### src/rtl/ilc_pkg.sv
package ilc_pkg;

  typedef enum logic [1:0] {
    MODE_PASS = 2'd0,
    MODE_F0   = 2'd1,
    MODE_F1   = 2'd2
  } fieldMode_e;

  // Packed so that bits [3:0] of a control write map straight onto it
  typedef struct packed {
    logic lite;
    logic honour;
    logic firstF1;
    logic enable;
  } cfg_t;

  // Control to datapath
  typedef struct packed {
    fieldMode_e mode;
    logic       sofNow;
  } ctrlToDp_t;

  // Datapath to control
  typedef struct packed {
    logic sofAccept;
  } dpToCtrl_t;

  localparam int CODE_W = 4;
  localparam logic [CODE_W-1:0] CODE_F0_OUT = 4'd10;
  localparam logic [CODE_W-1:0] CODE_F1_OUT = 4'd14;

endpackage

### src/rtl/ilc_regs.sv
module ilc_regs
  import ilc_pkg::*;
#(
  parameter int DIM_W  = 12,
  parameter int ADDR_W = 2
) (
  input  logic              clk,
  input  logic              rstN,
  input  logic              regWrite,
  input  logic [ADDR_W-1:0] regAddr,
  input  logic [DIM_W-1:0]  regWdata,
  output cfg_t              cfg,
  output logic [DIM_W-1:0]  liteWidth,
  output logic [DIM_W-1:0]  liteHeight,
  output logic [CODE_W-1:0] liteCode,
  output logic              descWrite
);

  localparam logic [ADDR_W-1:0] ADDR_CTRL = ADDR_W'(0);
  localparam logic [ADDR_W-1:0] ADDR_WID  = ADDR_W'(1);
  localparam logic [ADDR_W-1:0] ADDR_HGT  = ADDR_W'(2);
  localparam logic [ADDR_W-1:0] ADDR_CODE = ADDR_W'(3);

  always_ff @(posedge clk) begin
    if (!rstN) begin
      cfg        <= '{lite: 1'b0, honour: 1'b0, firstF1: 1'b0, enable: 1'b1};
      liteWidth  <= '0;
      liteHeight <= '0;
      liteCode   <= '0;
    end else if (regWrite) begin
      case (regAddr)
        ADDR_CTRL: cfg        <= cfg_t'(regWdata[3:0]);
        ADDR_WID:  liteWidth  <= regWdata;
        ADDR_HGT:  liteHeight <= regWdata;
        ADDR_CODE: liteCode   <= regWdata[CODE_W-1:0];
        default:   ;
      endcase
    end
  end

  assign descWrite = regWrite && (regAddr != ADDR_CTRL);

endmodule

### src/rtl/ilc_ctrl.sv
module ilc_ctrl
  import ilc_pkg::*;
#(
  parameter int DIM_W = 12
) (
  input  logic              clk,
  input  logic              rstN,
  input  cfg_t              cfg,
  input  logic [DIM_W-1:0]  liteWidth,
  input  logic [DIM_W-1:0]  liteHeight,
  input  logic [CODE_W-1:0] liteCode,
  input  logic              descWrite,
  input  logic              inValid,
  input  logic              inSof,
  input  logic [DIM_W-1:0]  inWidth,
  input  logic [DIM_W-1:0]  inHeight,
  input  logic [CODE_W-1:0] inCode,
  input  dpToCtrl_t         dpStat,
  output ctrlToDp_t         ctrl,
  output logic [DIM_W-1:0]  outWidth,
  output logic [DIM_W-1:0]  outHeight,
  output logic [CODE_W-1:0] outCode
);

  // Effective descriptor: stream or lite registers
  logic [DIM_W-1:0]  effW, effH;
  logic [CODE_W-1:0] effCode;
  assign effW    = cfg.lite ? liteWidth  : inWidth;
  assign effH    = cfg.lite ? liteHeight : inHeight;
  assign effCode = cfg.lite ? liteCode   : inCode;

  // Sequence state
  logic              prevValid;
  logic [DIM_W-1:0]  prevW, prevH;
  logic [CODE_W-1:0] prevCode;
  logic              lastF1;
  logic              descDirty;

  // Frame state held for the rest of a frame
  fieldMode_e        heldMode;
  logic [DIM_W-1:0]  heldW, heldH;
  logic [CODE_W-1:0] heldCode;

  logic isField, hist0, hist1, restart, seqF1;
  fieldMode_e newMode;
  logic [DIM_W:0]    hPlus;
  logic [DIM_W-1:0]  newH;
  logic [CODE_W-1:0] newCode;

  assign isField = effCode[3];
  assign hist0   = !effCode[3] && (effCode[1:0] == 2'd0);
  assign hist1   = !effCode[3] && (effCode[1:0] == 2'd1);
  assign restart = !prevValid || descDirty || (effW != prevW) ||
                   (effH != prevH) || (effCode != prevCode);
  assign seqF1   = restart ? cfg.firstF1 : !lastF1;

  always_comb begin
    if (isField || !cfg.enable)   newMode = MODE_PASS;
    else if (cfg.honour && hist0) newMode = MODE_F0;
    else if (cfg.honour && hist1) newMode = MODE_F1;
    else if (seqF1)               newMode = MODE_F1;
    else                          newMode = MODE_F0;
  end

  assign hPlus = {1'b0, effH} + {{DIM_W{1'b0}}, 1'b1};

  always_comb begin
    case (newMode)
      MODE_F0: begin newH = hPlus[DIM_W:1]; newCode = CODE_F0_OUT; end
      MODE_F1: begin newH = effH >> 1;      newCode = CODE_F1_OUT; end
      default: begin newH = effH;           newCode = effCode;     end
    endcase
  end

  always_ff @(posedge clk) begin
    if (!rstN) begin
      prevValid <= 1'b0;
      prevW     <= '0;
      prevH     <= '0;
      prevCode  <= '0;
      lastF1    <= 1'b0;
      heldMode  <= MODE_PASS;
      heldW     <= '0;
      heldH     <= '0;
      heldCode  <= '0;
    end else if (dpStat.sofAccept) begin
      prevValid <= 1'b1;
      prevW     <= effW;
      prevH     <= effH;
      prevCode  <= effCode;
      if (newMode != MODE_PASS) lastF1 <= (newMode == MODE_F1);
      heldMode  <= newMode;
      heldW     <= effW;
      heldH     <= newH;
      heldCode  <= newCode;
    end
  end

  always_ff @(posedge clk) begin
    if (!rstN)                       descDirty <= 1'b0;
    else if (descWrite && cfg.lite)  descDirty <= 1'b1;
    else if (dpStat.sofAccept)       descDirty <= 1'b0;
  end

  assign ctrl.sofNow = inValid && inSof;
  assign ctrl.mode   = ctrl.sofNow ? newMode : heldMode;
  assign outWidth    = ctrl.sofNow ? effW    : heldW;
  assign outHeight   = ctrl.sofNow ? newH    : heldH;
  assign outCode     = ctrl.sofNow ? newCode : heldCode;

endmodule

### src/rtl/ilc_datapath.sv
module ilc_datapath
  import ilc_pkg::*;
#(
  parameter int PIX_W = 24
) (
  input  logic             clk,
  input  logic             rstN,
  input  ctrlToDp_t        ctrl,
  input  logic             inValid,
  output logic             inReady,
  input  logic [PIX_W-1:0] inData,
  input  logic             inSof,
  input  logic             inEol,
  output logic             outValid,
  input  logic             outReady,
  output logic [PIX_W-1:0] outData,
  output logic             outSof,
  output logic             outEol,
  output dpToCtrl_t        dpStat
);

  logic lineOdd, pendSof;
  logic curOdd, keep, accept, outFire;

  assign curOdd   = ctrl.sofNow ? 1'b0 : lineOdd;
  assign keep     = (ctrl.mode == MODE_PASS) ||
                    ((ctrl.mode == MODE_F1) == curOdd);
  assign outValid = inValid && keep;
  assign inReady  = keep ? outReady : 1'b1;
  assign outData  = inData;
  assign outEol   = inEol;
  assign outSof   = inSof || pendSof;

  assign accept           = inValid && inReady;
  assign outFire          = outValid && outReady;
  assign dpStat.sofAccept = accept && inSof;

  always_ff @(posedge clk) begin
    if (!rstN)                lineOdd <= 1'b0;
    else if (accept && inSof) lineOdd <= inEol;
    else if (accept && inEol) lineOdd <= !lineOdd;
  end

  always_ff @(posedge clk) begin
    if (!rstN)                  pendSof <= 1'b0;
    else if (outFire)           pendSof <= 1'b0;
    else if (dpStat.sofAccept)  pendSof <= 1'b1;
  end

endmodule

### src/rtl/field_interlacer.sv
module field_interlacer
  import ilc_pkg::*;
#(
  parameter int PIX_W  = 24,
  parameter int DIM_W  = 12,
  parameter int ADDR_W = 2
) (
  input  logic              clk,
  input  logic              rstN,
  input  logic              regWrite,
  input  logic [ADDR_W-1:0] regAddr,
  input  logic [DIM_W-1:0]  regWdata,
  input  logic              inValid,
  output logic              inReady,
  input  logic [PIX_W-1:0]  inData,
  input  logic              inSof,
  input  logic              inEol,
  input  logic [DIM_W-1:0]  inWidth,
  input  logic [DIM_W-1:0]  inHeight,
  input  logic [3:0]        inCode,
  output logic              outValid,
  input  logic              outReady,
  output logic [PIX_W-1:0]  outData,
  output logic              outSof,
  output logic              outEol,
  output logic [DIM_W-1:0]  outWidth,
  output logic [DIM_W-1:0]  outHeight,
  output logic [3:0]        outCode
);

  cfg_t              cfg;
  logic [DIM_W-1:0]  liteWidth, liteHeight;
  logic [CODE_W-1:0] liteCode;
  logic              descWrite;
  ctrlToDp_t         ctrl;
  dpToCtrl_t         dpStat;

  ilc_regs #(.DIM_W(DIM_W), .ADDR_W(ADDR_W)) u_regs (
    .clk(clk), .rstN(rstN), .regWrite(regWrite), .regAddr(regAddr),
    .regWdata(regWdata), .cfg(cfg), .liteWidth(liteWidth),
    .liteHeight(liteHeight), .liteCode(liteCode), .descWrite(descWrite)
  );

  ilc_ctrl #(.DIM_W(DIM_W)) u_ctrl (
    .clk(clk), .rstN(rstN), .cfg(cfg), .liteWidth(liteWidth),
    .liteHeight(liteHeight), .liteCode(liteCode), .descWrite(descWrite),
    .inValid(inValid), .inSof(inSof), .inWidth(inWidth),
    .inHeight(inHeight), .inCode(inCode), .dpStat(dpStat), .ctrl(ctrl),
    .outWidth(outWidth), .outHeight(outHeight), .outCode(outCode)
  );

  ilc_datapath #(.PIX_W(PIX_W)) u_dp (
    .clk(clk), .rstN(rstN), .ctrl(ctrl), .inValid(inValid),
    .inReady(inReady), .inData(inData), .inSof(inSof), .inEol(inEol),
    .outValid(outValid), .outReady(outReady), .outData(outData),
    .outSof(outSof), .outEol(outEol), .dpStat(dpStat)
  );

endmodule

### config.mk
export PLATFORM = sky130hd
export DESIGN_NAME = field_interlacer
export DESIGN_NICKNAME = d
export VERILOG_FILES = /design/src/rtl/ilc_pkg.sv /design/src/rtl/ilc_regs.sv /design/src/rtl/ilc_ctrl.sv /design/src/rtl/ilc_datapath.sv /design/src/rtl/field_interlacer.sv
export SDC_FILE = /design/constraint.sdc
export NUM_CORES = 1
export LEC_CHECK = 0
export BUFFER_PORTS_ARGS = -buffer_cell sky130_fd_sc_hd__buf_2
export CAP_MARGIN = 30
export CORE_ASPECT_RATIO = 1.1
export CORE_MARGIN = 4
export CORE_UTILIZATION = 48
export DETAILED_ROUTE_END_ITERATION = 10
export PLACE_DENSITY_LB_ADDON = 0.3
export SETUP_SLACK_MARGIN = 0.02
export SKIP_CTS_REPAIR_TIMING = 1
export SLEW_MARGIN = 25
export SYNTH_ARGS = -nofsm -noshare
export SYNTH_HDL_FRONTEND = slang
export SYNTH_SLANG_ARGS = --single-unit
### constraint.sdc
create_clock -name clk -period 3.2 [get_ports clk]
set_input_delay 0.32 -clock clk [delete_from_list [all_inputs] [get_ports clk]]
set_output_delay 0.32 -clock clk [all_outputs]
set_load 0.005 [all_outputs]
# After elaboration in Yosys (flattened, before gate mapping)

Cells that the tools add are included.

Add/subtract/negate cells: 1
Muxes and demuxes: 20
Bitwise gates (word level): 1
Equal/unequal tests: 11
Reductions and logical operators: 37

Operator list:

| operator                                                         | number |
|---|---|
| 12-bit 2-to-1 mux                                                | 4 |
| 12-bit inequality test                                           | 2 |
| 12-bit case mux with 2 select lines                              | 1 |
| 12-bit by 1-bit adder with 13-bit output (second input constant) | 1 |
| 1-bit logical AND                                                | 12 |
| 2-bit 2-to-1 mux                                                 | 5 |
| 2-bit AND reduction                                              | 5 |
| 2-bit == test (second input constant)                            | 4 |
| 4-bit 2-to-1 mux                                                 | 2 |
| 4-bit case mux with 2 select lines                               | 1 |
| 2-bit nonzero test                                               | 4 |
| 1-bit logical OR                                                 | 7 |
| 1-bit 2-to-1 mux                                                 | 7 |
| 2-bit by 1-bit == test with 1-bit output (second input constant) | 3 |
| 2-bit logical NOT                                                | 3 |
| 1-bit logical NOT                                                | 5 |
| 4-bit inequality test                                            | 1 |
| 2-bit OR reduction                                               | 1 |
| 1-bit == test                                                    | 1 |
| 1-bit inverter                                                   | 1 |

Bits of input ports: 73
Register bits after elaboration: 83
Word-level logic and storage cells: 88
Output and inout port bits: 56

# Logic depth before layout (Yosys ltp)

Gate-level depths: netlist of the first run.

Word-level depth: 19
Mapped depth: 13

# Hierarchy

A second synthesis of the first run with hierarchy kept.

Cell total of the unflattened synthesis: 567
Area total of the unflattened synthesis: 4854.7 µm²

By module, submodules not included:

| module       | area each (µm²) | sequential area each (µm²) | times used | cells an instance |
|---|---|---|---|---|
| ilc_ctrl     | 3280.6          | 980.9                      | 1          | 398 |
| ilc_regs     | 1213.7          | 640.6                      | 1          | 123 |
| ilc_datapath | 360.3           | 40.0                       | 1          | 46 |

# Worst setup path after synthesis of the first run

Ideal clock, no wire load.

Path kind: register to output
Start point: reg u_regs.cfg[3] (netlist name)
End point: out outHeight[7]
Cell stages (with the launch flop): 13
Data required time: 2.880 ns
Data arrival time: 2.815 ns
Path slack: 0.065 ns
Cell sequence: dfxtp_1 > buf_6 > buf_1 > mux2i_1 > xnor2_1 > nor3b_1 > nand2_1 > o31a_1 > o31ai_4 > buf_4 > nand4_1 > mux2i_1 > o31ai_1

Cells in the longest elaborated chain, start to end: 13
Elaborated cells on any way between the ends: 27

RTL lines:

| what                                                                      | line                   | RTL |
|---|---|---|
| 12-bit 2-to-1 mux                                                         | ilc_ctrl.sv:28         | `assign effW = cfg.lite ? liteWidth : inWidth;` |
| 12-bit inequality test                                                    | ilc_ctrl.sv:53         | `assign restart = !prevValid \|\| descDirty \|\| (effW != prevW) \|\|` |
| 1-bit logical OR (2 in a row)                                             | ilc_ctrl.sv:53         |  |
| 1-bit logical OR                                                          | ilc_ctrl.sv:54         | `(effH != prevH) \|\| (effCode != prevCode);` |
| 1-bit 2-to-1 mux                                                          | ilc_ctrl.sv:55         | `assign seqF1 = restart ? cfg.firstF1 : !lastF1;` |
| 2-bit 2-to-1 mux                                                          | ilc_ctrl.sv:61         | `else if (seqF1) newMode = MODE_F1;` |
| 2-bit 2-to-1 mux                                                          | ilc_ctrl.sv:60         | `else if (cfg.honour && hist1) newMode = MODE_F1;` |
| 2-bit 2-to-1 mux                                                          | ilc_ctrl.sv:59         | `else if (cfg.honour && hist0) newMode = MODE_F0;` |
| 2-bit 2-to-1 mux                                                          | ilc_ctrl.sv:58         | `if (isField \|\| !cfg.enable) newMode = MODE_PASS;` |
| 2-bit == test or 2-bit by 1-bit == test with 1-bit output (tied branches) | ilc_ctrl.sv:68         | `case (newMode)` |
| 12-bit case mux with 2 select lines *                                     | ilc_ctrl.sv:68         |  |
| 12-bit 2-to-1 mux *                                                       | ilc_ctrl.sv:108        | `assign outHeight = ctrl.sofNow ? newH : heldH;` |
| end, declared                                                             | field_interlacer.sv:27 | `output logic [DIM_W-1:0] outHeight,` |

Every way passes the cells marked *; elsewhere a longest branch is shown, timed or not.

# Worst setup path in the final report of the first run

Start point: reg u_regs.cfg[3] (netlist name)
End point: out outHeight[10]

Cells in the longest elaborated chain, start to end: 13
Elaborated cells on any way between the ends: 27

RTL lines:

| what                                                                      | line |
|---|---|
| 12-bit 2-to-1 mux                                                         | ilc_ctrl.sv:28 |
| 12-bit inequality test                                                    | ilc_ctrl.sv:53 |
| 1-bit logical OR (2 in a row)                                             | ilc_ctrl.sv:53 |
| 1-bit logical OR                                                          | ilc_ctrl.sv:54 |
| 1-bit 2-to-1 mux                                                          | ilc_ctrl.sv:55 |
| 2-bit 2-to-1 mux                                                          | ilc_ctrl.sv:61 |
| 2-bit 2-to-1 mux                                                          | ilc_ctrl.sv:60 |
| 2-bit 2-to-1 mux                                                          | ilc_ctrl.sv:59 |
| 2-bit 2-to-1 mux                                                          | ilc_ctrl.sv:58 |
| 2-bit == test or 2-bit by 1-bit == test with 1-bit output (tied branches) | ilc_ctrl.sv:68 |
| 12-bit case mux with 2 select lines *                                     | ilc_ctrl.sv:68 |
| 12-bit 2-to-1 mux *                                                       | ilc_ctrl.sv:108 |

Marks and branches as above.

==> results of run 1 <==
==> worst min-delay path, cell delays in order <==
cell	delay (ns)
buf_2	0.11
nand2_1	0.05
a21oi_1	0.05
==> cell usage in the layout, fill, tap and decap left out, types with 4 or more instances in the layout <==
| cell type | instances |
|---|---|
| nand3_1 | 4 |
| a211oi_2 | 29 |
| clkbuf_16 | 4 |
| and2_1 | 4 |
| mux2_2 | 8 |
| a31oi_1 | 6 |
| buf_2 | 78 |
| nor2_1 | 59 |
| nand4_1 | 5 |
| nand2_1 | 97 |
| mux2i_2 | 15 |
| xnor2_1 | 27 |
| o21ai_2 | 6 |
| a31oi_2 | 4 |
| nor3_1 | 4 |
| o21ai_0 | 20 |
| a21oi_1 | 33 |
| buf_4 | 63 |
| buf_6 | 9 |
| dfxtp_1 | 82 |
| mux2i_1 | 20 |
| nor2_4 | 4 |
| mux2i_4 | 5 |
| buf_12 | 7 |
| nor4_1 | 4 |
| clkbuf_8 | 10 |
| o21ai_1 | 4 |
==> per-stage QoR <==
step | hold slack [ns] | setup TNS, ns
2_1_floorplan | 0.410 | 0
3_3_place_gp | 0.442 | -5.44
3_5_place_dp | 0.454 | -7.15
4_1_cts | 0.187 | -14.43
5_1_grt | 0.196 | -24.59
6_report | 0.195 | -15.21
==> where the power goes <==
group          total [mW]  leakage (nW)  internal [mW]  switching (mW)
combinational       0.593          1.67          0.274           0.319
sequential           1.11         0.677           1.08          0.0373
clock               0.776        0.0946          0.375           0.401
==> area by class of cell <==
| type | instances | share of cell area |
|---|---|---|
| repair buffers | 164 | 0.197 |
| clock buffers | 10 | 0.0217 |
| well taps | 117 | 0.0231 |
| inverters | 4 | 0.00237 |
| clock inverters | 4 | 0.00810 |
| multi-input cells | 425 | 0.484 |
| flip-flops and latches | 83 | 0.263 |
==> metal layers <==
metal	up-vias	routed length (microns)	track usage
li1	2216	-	-
met1	2308	6340	0.299
met2	209	7740	0.404
met3	48	1060	0.0407
met4	0	659	0.107
met5	-	0	0
==> cells by family after synthesis <==
| group | share of synthesized area |
|---|---|
| AO/OA/AOI/OAI | 0.193 |
| adder cells (fa/ha/maj) | 0.00268 |
| buffers and inverters | 0.0806 |
| AND/OR/NAND/NOR | 0.197 |
| multiplexers | 0.119 |
| flip-flops | 0.356 |
| XOR/XNOR | 0.0525 |
==> path summary, 6_finish.rpt <==
check,start,endpoint,slack (ns),depth (start not counted)
worst min register to register,u_regs.liteWidth[6]$_SDFFE_PN0P_,u_regs.liteWidth[6]$_SDFFE_PN0P_,0.47,2
worst max register to register,u_regs.cfg[3]$_SDFFE_PN0P_,u_ctrl.heldH[9]$_SDFFE_PN0P_,-0.26,16
worst max-delay path,u_regs.cfg[3]$_SDFFE_PN0P_,outHeight[10],-0.61,13
worst min-delay path,regWdata[6],u_regs.liteWidth[6]$_SDFFE_PN0P_,0.19,3
==> registers in the layout (all words and copies together), names as in the netlist <==
register           flops
u_regs.liteCode        4
u_ctrl.prevValid       1
u_ctrl.heldW          12
u_regs.liteHeight     12
u_ctrl.heldMode        2
u_ctrl.lastF1          1
u_dp.lineOdd           1
u_ctrl.prevH          12
u_ctrl.heldH          12
u_regs.liteWidth      12
u_regs.cfg             4
u_ctrl.prevCode        4
u_ctrl.descDirty       1
u_dp.pendSof           1
u_ctrl.heldCode        4
==> results.toml, run 1 <==
[logic_synthesis]
synth_top_area_cell = "dfxtp_1"
netlist.area_leader.share = 0.356
synth.area.top_cells = "dfxtp_1, nand2_1, mux2i_1, xnor2_1, nor2_1"
synth_area_sq_um = 4670
async_reset_ff_frac = 0
netlist_top_cells_count = "nand2_1, dfxtp_1, nor2_1"
ys_warn_count = 0
synth_cells = 573
synth-main-ff-cell = "dfxtp_1"
yosysSeqAreaShare = 0.356
syn_avg_cell_area_sq_um = 8.15
syn-num-nets = 647
ys_ff_latch = 83
yosysUniqueCellTypes = 53
synth_most_common_cell = "nand2_1"
synth_edf_count = 0

[critical_path]
critical_path_class = "reg2out"
cp_num_buf_inv = 4
startpoint_type = "register"
cp_slowest_stage_delay_ns = 0.42
slowest_stage = "dfxtp_4"
worst-path-max-fanout = 6
endpoint_kind = "output pin"
worst_ep_required_time_ns = 2.88
crit_top_cell = "buf_6"
path_cells = "clkbuf_16, mux2i_1, xnor2_1, nor4_1, nand4_1, o31a_1, o31ai_4, buf_6, buf_6, nor4b_4, nor3_1, mux2_4, buf_6"
arrival_ns = 3.49
critPathTopFamily = "simple AND/OR/NAND/NOR gates"

[cells_and_area]
layout.cells.non_filler = 807
multi_input_area_sq_um = 3060
finalCoreUtilization = 0.670
drive_gt1_frac = 0.407
fillerInstances = 759
final_nets = 761
antennaDiodeCount = 0
fin_area_sq_um = 6330
seqCellArea_sq_um = 1670
syn_to_final_growth_pct = 35.5

[cts]
cts_tree = "built"
cts_buffers = 9
cts.path.max_buffers = 2
cts-htree-levels = 3
clkLatencyLatePin_ns = 0.37
cts_root_buf = "clkbuf_8"
clkTransAtPathRegs_ns = 0.09
cts_sinks = 83

[route]
drt_wl_total_microns = 15800
drt_iter0_drc = 226
antenna_left = 0
via_per_inst = 5.92
drt-pass1-iter-count = 5
drc_errors = 0
wire_per_inst_microns = 19.6
route.vias.total = 4781

[placement]
placement.cell_area_sq_um = 5410
placed_cells = 775
gp_congestion = 0.900
dp_slack_ns = -0.299
dpl.hpwl_microns = 10600
io_buffers = 80

[global_routing]
grt_max_degree = 53
grt_pass1_vias = 4246
grt_pass1_wl_microns = 21400
grt.overflow.total = 0
grt_use_total = 0.241
grt_antenna_before_repair = 0

[sta]
hold_viol = 0
slew_headroom = 0.413
finalSetupViolCount = 62
fin_crit_sh = 1.19
slew_viol_final = 0
tightest_slew_ns = 0.879
fmax_ghz = 0.263
finClkSkew_ns = 0.00785
worst_slack_ns = -0.607
rsz0062_at_grt = "true"
min_period_ns = 3.81

[outcome]
status = "finished with violations"
violations = "negative setup slack"

[pwr]
ir_drop_mv = 0.255
finalPower_mw = 2.48
power_density_nw_per_um2 = 392
p_leak_nw = 2.44

[floorplanning]
ios = 129
die_w_microns = 102
core_area_sq_um = 9440
dieArea_sq_um = 11400
initial_core_util = 0.495
rows = 37
fp.dieH_microns = 111

[job]
maxCapViolCount = 0

[hold_path]
hold_path_class = "in2reg"
Note: power is estimated with default switching activity, not from simulation.
==> inputs of run 2 (changes only) <==
ABC_AREA = 1   (was unset)
CORE_ASPECT_RATIO = unset   (was 1.1)
CORE_UTILIZATION = 50   (was 48)
CTS_BUF_LIST = sky130_fd_sc_hd__clkbuf_4   (was unset)
==> run 2 against run 1 <==
Compared with the run above: the run still ends with negative setup slack left; clock-buffer cell count is 1 lower; cell count is 32% higher; maximum frequency is 13% higher; worst setup slack better by 0.43 ns; non-clock buffer count is 39 lower; first-iteration DRC count is 100% higher; global-route usage is 0.50 points lower; critical path type unchanged; total power is 1.5% lower.
==> results.toml, run 2 <==
[logic_synthesis]
netlist.area_leader.share = 0.328
synth_edf_count = 0
yosys.area_share.adder = 0.00247
synth_top_family_by_area = "simple AND/OR/NAND/NOR gates"
ys_warn_count = 0
synth_compound_area_frac = 0.143
synth.area.top_cells = "dfxtp_1, nand2_1, nor2_1, o21ai_0, inv_1"
synth_cells = 850
synth_top_area_cell = "dfxtp_1"
yosysSeqAreaShare = 0.328
synthXorXnorAreaFrac = 0.0104
synth_most_common_cell = "nand2_1"
async_reset_ff_frac = 0
syn-num-nets = 924
synth-main-ff-cell = "dfxtp_1"
yosysUniqueCellTypes = 30
ys_ff_latch = 83
muxShareOfSynthArea = 0
synth_area_sq_um = 5060
syn_avg_cell_area_sq_um = 5.96
yosys.area_share.simple = 0.371
netlist_top_cells_count = "nand2_1, nor2_1, inv_1"

[cells_and_area]
fillerInstances = 941
fin_area_sq_um = 6150
final_nets = 1000
seqCellArea_sq_um = 1670
drive_gt1_frac = 0.211
antennaDiodeCount = 0
layout.cells.non_filler = 1064
mostFrequentLayoutCell = "nand2_1"
final_cell_mix = "nand2_1, nor2_1, inv_1, dfxtp_1, buf_2"
multi_input_area_sq_um = 2820
syn_to_final_growth_pct = 21.4

[route]
antenna_left = 0
drt_iter0_drc = 460
routed-wl-met3_microns = 1320
wire_per_inst_microns = 14.3
drt-pass1-iter-count = 5
drc_errors = 0
wl_met1_microns = 6850
via_per_inst = 5.15
route.vias.total = 5479
maxUsedRoutingLayer = "met4"
drt_wl_total_microns = 15300
route.met2.wl_microns = 6870

[critical_path]
reg2reg_from = "u_regs.cfg[3]$_SDFFE_PN0P_"
cp_num_buf_inv = 5
slowest_stage = "dfxtp_4"
arrival_ns = 3.06
endpoint_kind = "output pin"
worst_ep_required_time_ns = 2.88
worst-path-max-fanout = 9
rr_endpoint = "u_ctrl.prevCode[0]$_SDFFE_PN0P_"
r2r_setup_slack_ns = 0.14
path_cells = "buf_6, clkbuf_16, nand2_1, nand2_2, nand2_1, nand3_1, nor2_1, nand2_1, nor2_2, nand2_1, nand2_1, nand3_2, nand2_2, nand2_2, buf_6, buf_12, o22ai_1, a21oi_2, o21ai_1, buf_2"
crit_top_cell = "nand2_1"
cp-endpoint = "outHeight[9]"
critPathTopFamily = "simple AND/OR/NAND/NOR gates"
rr_worst_depth = 25
startpoint_type = "register"
critical_path_class = "reg2out"
cp_slowest_stage_delay_ns = 0.42
path_depth = 20
startpoint = "u_regs.cfg[3]$_SDFFE_PN0P_"

[sta]
tns_ns = -1.19
fmax_ghz = 0.296
rsz0062_at_grt = "true"
fin_crit_sh = 1.06
tightest_slew_ns = 0.872
hold_viol = 0
slew_viol_final = 0
slew_headroom = 0.419
min_period_ns = 3.38
worst_slack_ns = -0.181
finalSetupViolCount = 13
finClkSkew_ns = 0.0116
whs_ns = 0.117

[outcome]
status = "finished with violations"
violations = "negative setup slack"

[cts]
cts_tree = "built"
cts-htree-levels = 3
cts_root_buf = "clkbuf_4"
clkTransAtPathRegs_ns = 0.13
clkLatencyLatePin_ns = 0.44
cts_sinks = 83
cts.path.max_buffers = 2
cts_buffers = 9

[placement]
gp_congestion = 0.896
io_buffers = 80
placement.cell_area_sq_um = 5410
dpl.hpwl_microns = 10200
placed_cells = 1017

[global_routing]
grt.overflow.total = 0
grt_antenna_before_repair = 0
grt_max_degree = 56
grt_pass1_vias = 4511
grt_pass1_wl_microns = 22100
grt_use_total = 0.236

[pwr]
p_leak_nw = 2.95
p_int_mw = 1.62
clock_power_share = 0.253
pwr-share-seq = 0.465
combPwrFrac = 0.282
finalPower_mw = 2.44
ir_drop_mv = 0.281
switching_share = 0.339
power_density_nw_per_um2 = 397
p_sw_mw = 0.829

[job]
maxCapViolCount = 0

[hold_path]
hold_path_class = "in2reg"

[floorplanning]
initial_core_util = 0.516
core_area_sq_um = 9820
dieArea_sq_um = 11800
rows = 36
die_w_microns = 109
fp.dieH_microns = 109
ios = 129
[run 2: kinds of logic after synthesis]
logic type | count (synthesis)
flops | 83
compound gates | 139
xor+xnor | 6
simple gates | 463
fa+ha+maj | 1
buf+inv | 158
[run 2: power groups by stage]
| stage | logic [mW] | registers (mW) | clock network, mW |
|---|---|---|---|
| 6_report | 0.690 | 1.14 | 0.618 |
| 5_1_grt | 0.765 | 1.14 | 0.669 |
| 4_1_cts | 0.565 | 1.13 | 0.628 |
| 3_5_place_dp | 0.563 | 1.16 | 0 |
| 3_3_place_gp | 0.560 | 1.15 | 0 |
| 2_1_floorplan | 0.406 | 1.14 | 0 |
[run 2: layout make-up]
type / instances / area share
Tap cell: 133 / 0.0271
Clock buffer: 9 / 0.0110
Timing Repair inverter: 1 / 0.00142
Timing Repair Buffer: 125 / 0.158
Clock inverter: 7 / 0.0110
Sequential cell: 83 / 0.271
Multi-Input combinational cell: 609 / 0.459
Inverter: 97 / 0.0620
[run 2: per-layer routing]
layer	vias up	track usage
li1	2799	-
met5	-	0
met2	246	0.363
met3	20	0.0332
met1	2414	0.343
met4	0	0.0712
[run 2: worst register-to-register path: cells and delay by family (launching register included)]
family                 cells  cell delay, ns
buffers and inverters      6            0.85
AND/OR/NAND/NOR           19            1.70
flip-flops                 1            0.42
[run 2: stage by stage]
| stage | setup slack (ns) | util |
|---|---|---|
| final | -0.181 | 0.626 |
| after global routing | -0.421 | 0.626 |
| after global placement | 0.355 | 0.551 |
| after detailed placement | 0.307 | 0.551 |
| after CTS | -0.188 | 0.565 |
| after floorplan | 0.741 | - |
[run 2: worst min-delay path by stage]
stage	startpoint	cells past startpoint	endpoint
after floorplan	u_regs.liteCode[0]$_SDFFE_PN0P_	2	u_regs.liteCode[0]$_SDFFE_PN0P_
after global placement	u_ctrl.descDirty$_SDFFE_PN0P_	2	u_ctrl.descDirty$_SDFFE_PN0P_
after detailed placement	u_regs.liteCode[0]$_SDFFE_PN0P_	2	u_regs.liteCode[0]$_SDFFE_PN0P_
after CTS	regWdata[4]	3	u_regs.liteWidth[4]$_SDFFE_PN0P_
after global routing	regWdata[4]	3	u_regs.liteWidth[4]$_SDFFE_PN0P_
final	regWdata[4]	3	u_regs.liteWidth[4]$_SDFFE_PN0P_
